## src/rtl/tick_delay_oneshot.sv

```systemverilog
module tick_delay_oneshot #(
  parameter int CODE_W  = 8,
  parameter int DEPTH   = 16,
  parameter int REF_LAT = 3
) (
  input  logic              clk,
  input  logic              rst,
  input  logic              sig_in,
  input  logic              pulse_mode,
  input  logic [CODE_W-1:0] delay_code,
  output logic              out_main,
  output logic              out_ref,
  output logic              ovf
);

  localparam int BASE = REF_LAT - 1;
  localparam int TW   = $clog2(BASE + (1 << CODE_W) + DEPTH) + 1;
  localparam int AW   = (DEPTH > 1) ? $clog2(DEPTH) : 1;
  localparam int OW   = $clog2(REF_LAT + (1 << CODE_W)) + 1;
  localparam logic [TW-1:0] HALF = TW'(1) << (TW - 1);

  logic               armed, cur, os_busy;
  logic [REF_LAT-1:0] ref_sh;
  logic [TW-1:0]      now;
  logic [TW:0]        q_mem [DEPTH];
  logic [AW-1:0]      wp, rp;
  logic [AW:0]        q_cnt;
  logic [OW-1:0]      os_age, os_end;

  wire              edge_ok = armed && (sig_in != cur);
  wire              q_full  = (q_cnt == (AW+1)'(DEPTH));
  wire              push    = edge_ok && !q_full;
  wire [TW:0]       head    = q_mem[rp];
  wire [TW-1:0]     lag     = now - head[TW-1:0];
  wire              pop     = (q_cnt != '0) && (lag < HALF);
  wire [TW-1:0]     due_at  = now + TW'(BASE) + TW'(delay_code);
  wire              trig    = edge_ok && sig_in && pulse_mode && !os_busy;
  wire              os_hi   = os_busy && (os_age == OW'(REF_LAT));
  wire              os_lo   = os_busy && (os_age == os_end);

  always_ff @(posedge clk) begin
    if (rst) begin
      armed    <= 1'b0;
      cur      <= 1'b0;
      ref_sh   <= '0;
      now      <= '0;
      wp       <= '0;
      rp       <= '0;
      q_cnt    <= '0;
      out_main <= 1'b0;
      out_ref  <= 1'b0;
      ovf      <= 1'b0;
      os_busy  <= 1'b0;
      os_age   <= '0;
      os_end   <= '0;
    end else begin
      now    <= now + 1'b1;
      armed  <= armed | ~sig_in;
      if (edge_ok) cur <= sig_in;
      ref_sh <= {ref_sh[REF_LAT-2:0], edge_ok ? sig_in : cur};

      if (push) begin
        q_mem[wp] <= {sig_in ^ pulse_mode, due_at};
        wp        <= (wp == AW'(DEPTH - 1)) ? '0 : wp + 1'b1;
      end
      if (edge_ok && q_full) ovf <= 1'b1;
      if (pop) begin
        out_main <= head[TW];
        rp       <= (rp == AW'(DEPTH - 1)) ? '0 : rp + 1'b1;
      end
      case ({push, pop})
        2'b10:   q_cnt <= q_cnt + 1'b1;
        2'b01:   q_cnt <= q_cnt - 1'b1;
        default: q_cnt <= q_cnt;
      endcase

      if (trig) begin
        os_busy <= 1'b1;
        os_age  <= OW'(1);
        os_end  <= OW'(REF_LAT) + OW'(delay_code);
      end else if (os_busy) begin
        os_age <= os_age + 1'b1;
        if (os_lo) os_busy <= 1'b0;
      end

      out_ref <= pulse_mode ? (os_busy && !os_lo && (out_ref || os_hi))
                            : ref_sh[REF_LAT-1];
    end
  end

endmodule

```

## config.mk

```make
export PLATFORM = sky130hd
export DESIGN_NAME = tick_delay_oneshot
export DESIGN_NICKNAME = d
export VERILOG_FILES = /design/src/rtl/tick_delay_oneshot.sv
export SDC_FILE = /design/constraint.sdc
export NUM_CORES = 1
export LEC_CHECK = 0
export BUFFER_PORTS_ARGS = -buffer_cell sky130_fd_sc_hd__clkbuf_2
export CAP_MARGIN = 25
export CORE_ASPECT_RATIO = 1.5
export CORE_MARGIN = 2
export CORE_UTILIZATION = 70
export CTS_BUF_LIST = sky130_fd_sc_hd__clkbuf_8
export DETAILED_ROUTE_END_ITERATION = 8
export PLACE_DENSITY = 0.95
export SETUP_SLACK_MARGIN = 0.05
export SLEW_MARGIN = 20
export SYNTH_ARGS = -nofsm -noshare
export SYNTH_HDL_FRONTEND = slang
export SYNTH_SLANG_ARGS = --single-unit
export TNS_END_PERCENT = 5
```

## constraint.sdc

```tcl
create_clock -name clk -period 9.6 [get_ports clk]
set_input_delay 1.44 -clock clk [delete_from_list [all_inputs] [get_ports clk]]
set_output_delay 1.44 -clock clk [all_outputs]
set_load 0.01 [all_outputs]
```

==> reports/results.tsv <==
stage	metric	value	unit
final_layout	Final nets	735	
placement	number of port buffers	14	
detailed_routing	Final ANT Viol Nets	0	
detailed_routing	DR vias	5915	
worst_setup_path	Setup Crit Path Kind	reg -> reg	
final_layout	share of cells above drive strength 1	0.203	
placement	estimated wirelength of the detail-placed design	13200	um
detailed_routing	Pre-Repair DR Iteration Count	5	
timing	RSZ-0062 raised after global routing	no	
floorplan	I/O pin count	15	
worst_setup_path	CP Capture Type	flop	
worst_setup_path	reg2reg setup slack	3.95	ns
worst_setup_path	Max stage delay on crit path	0.64	ns
grt	initial antenna violation count	0	
worst_setup_path	FF-to-FF End	q_cnt[4]	
power_and_ir_drop	Sequential Power Share	0.494	
clocking	CTS tree	yes	
timing	endpoints failing hold	0	
min_path	Worst Hold Class	reg -> reg	
grt	wire length of the first global-routing pass	33500	um
final_layout	area delta synth->final	10.9	%
clocking	CTS Sinks	230	
synthesis	Mapped Nets	689	
placement	Placed Instances	814	
run_status	outcome	finished clean	
timing	hold slack	0.451	ns
timing	Setup violations, final	0	
clocking	# resized after CTS	0	
synthesis	register area share after synthesis	0.644	
synthesis	Mapped Cells	640	
synthesis	Top FF cell, synth	edfxtp_1	
power_and_ir_drop	clock share of power	0.358	
timing	Slew HR	0.319	
synthesis	Avg Inst Size Synth	15.4	um2
power_and_ir_drop	Switching Share	0.249	
worst_setup_path	CP required	10.02	ns
clocking	H-Tree Depth	2	
power_and_ir_drop	pwr dens	209	nW/um2
detailed_routing	DR iter-0 viols	575	
floorplan	Starting Density	0.709	
flow_run	maximum capacitance violations	0	
clocking	postcts setup bufs	0	
clocking	CTS buffer count	34	
timing	Slew Viols, Final	0	
synthesis	synthesized area	9880	um2
timing	minimum clock period after layout	5.65	ns
clocking	CTS Hold Bufs	0	
grt	GRT Total Usage	0.305	
floorplan	die height	149	um
timing	worst-case clock skew	0.0287	ns
detailed_routing	WL/cell	25.7	um
placement	Final Wtd Congestion	0.811	
detailed_routing	Via density	6.76	
clocking	worst-case clock buffer depth	3	
final_layout	Finished Layout Cells	875	
final_layout	Util after Layout	0.787	
worst_setup_path	CP Max Fanout	45	
power_and_ir_drop	leak pwr	3.86	nW
final_layout	Antenna Cells	0	
timing	achievable clock frequency	0.177	GHz
worst_setup_path	slowest cell on the critical path	buf_4	
synthesis	yosys warns	0	
clocking	Root Buffer	clkbuf_8	
timing	fin crit share	0.588	
synthesis	Yosys cell types	53	
grt	vias in the first global route	6054	
power_and_ir_drop	Pwr Total	2.29	mW
final_layout	most common cell after layout, fill and taps aside	edfxtp_1	
floorplan	total core area	13900	um2
timing	Worst-Margin Slew	1.01	ns
synthesis	Post-synth EDFFs	176	
floorplan	Die ar.	15100	um2
power_and_ir_drop	P_int	1.72	mW
detailed_routing	residual DRC count	0	
grt	largest net degree at the start of global routing	50	
worst_setup_path	Startpoint Class	flop	
worst_setup_path	Worst Reg-to-Reg Cells	20	
floorplan	Rows	53	
final_layout	fillers	646	
power_and_ir_drop	Gate power share	0.148	
grt	global-route congestion overflow total	0	
power_and_ir_drop	Peak VDD IR	0.000125	V
clocking	clock transition at the registers of the reported paths	0.07	ns
synthesis	Seq cells post-synth	230	
clocking	worst skew pair latency	0.50	ns
worst_setup_path	worst path arrival time	6.07	ns
synthesis	Synth async-reset ratio	0	
timing	setup tns final	0	ns
final_layout	commonest cells after routing, fill and taps aside	edfxtp_1 (176), nor2_1 (61), dfxtp_1 (52)	
floorplan	DIE WIDTH	101	um
detailed_routing	final WL	22500	um
worst_setup_path	critical path, cell by cell	buf_4 > mux4_2 > mux4_2 > inv_1 > ha_1 > nand2_1 > nor4_1 > o31ai_1 > o221ai_2 > mux2i_4 > inv_1 > ha_1 > xor2_1 > ha_1 > o21ai_0 > a21oi_1 > a21oi_1 > xor2_1 > or3_1 > a21oi_1	
worst_setup_path	end point of the critical path	q_cnt[4]	
power_and_ir_drop	Psw	0.571	mW
==> area by class of cell <==
cell class                 instances  area, um2  share of cell area
inverter                          27        101             0.00925
clock buffer                      37        509              0.0465
sequential                       230       6370               0.581
tap                              165        206              0.0188
timing repair buffer              36        233              0.0212
clock inverter                    23        196              0.0179
multi-input combinational        357       3340               0.305
==> synthesized netlist by cell type, drive strengths merged (7+ instances only) <==
cell    number  area, um2
edfxtp     176       5290
inv         27        101
nor2b        7       43.8
nand2b       8       50.1
a211oi      10       75.1
ha          36        450
nor2        61        229
clkbuf      15       56.3
nand3        9       45.0
buf         11       55.1
nand2       20       75.1
mux2i       11        123
xnor2       19        166
dfxtp       54       1080
o21ai       11       55.1
xor2        27        236
nand4        7       43.8
a21oi       28        140
mux4        50       1130
==> critical path: cells and delay by family (launching register included) <==
family,cells,cell delay (ns)
buffers and inverters,3,0.88
DFF,1,0.31
xor gates and xnor gates,2,0.36
muxes,3,1.55
AOI/OAI and AO/OA,6,1.01
and+or+nand+nor,3,0.69
adders and majority gates,3,0.74
==> worst min-delay path by stage <==
| stage | start | endpoint | slack [ns] | cells past startpoint |
|---|---|---|---|---|
| floorplan | ref_sh[1] | ref_sh[2] | 0.41 | 1 |
| global placement | ref_sh[1] | ref_sh[2] | 0.44 | 1 |
| detailed placement | ref_sh[1] | ref_sh[2] | 0.44 | 1 |
| CTS | ref_sh[1] | ref_sh[2] | 0.46 | 1 |
| global route | ref_sh[1] | ref_sh[2] | 0.46 | 1 |
| finish | ref_sh[1] | ref_sh[2] | 0.45 | 1 |
==> sequential cells by signal, summed over array words and instances, names as in the netlist, named ones only <==
register,flops
wp,4
ovf,1
os_busy,1
os_age,10
ref_sh,3
q_cnt,5
q_mem,176
out_ref,1
now,10
rp,4
out_main,1
os_end,9
armed,1
==> power groups by stage <==
stage / combinational, mW / sequential (mW) / clock, mW
CTS: 0.332 / 1.13 / 0.830
finish: 0.339 / 1.13 / 0.821
floorplan: 0.256 / 1.14 / 0
global route: 0.363 / 1.13 / 0.872
global placement: 0.301 / 1.15 / 0
detailed placement: 0.323 / 1.15 / 0
==> metrics by stage <==
stage	area, um2	worst slack (ns)
6_report	11000	3.95
3_5_place_dp	10200	4.09
3_3_place_gp	10200	4.30
4_1_cts	10900	4.02
5_1_grt	11000	3.68
2_1_floorplan	9880	4.33
==> layer usage <==
metal,vias to the layer above,track usage,wire (um),part of all wire
met1,2960,0.377,7830,0.35
met5,-,0,0,0
met3,72,0.0472,1730,0.077
met2,350,0.522,12000,0.53
li1,2533,-,-,-
met4,0,0.153,916,0.041
==> kinds of logic after synthesis <==
group                      Yosys count  synth area share
xor gates and xnor gates            46            0.0408
DFF                                230             0.644
adders and majority gates           37            0.0476
AOI/OAI and AO/OA                   71            0.0470
buffers and inverters               53            0.0215
muxes                               64             0.131
and+or+nand+nor                    139            0.0680
(Power assumes the default switching activity.)
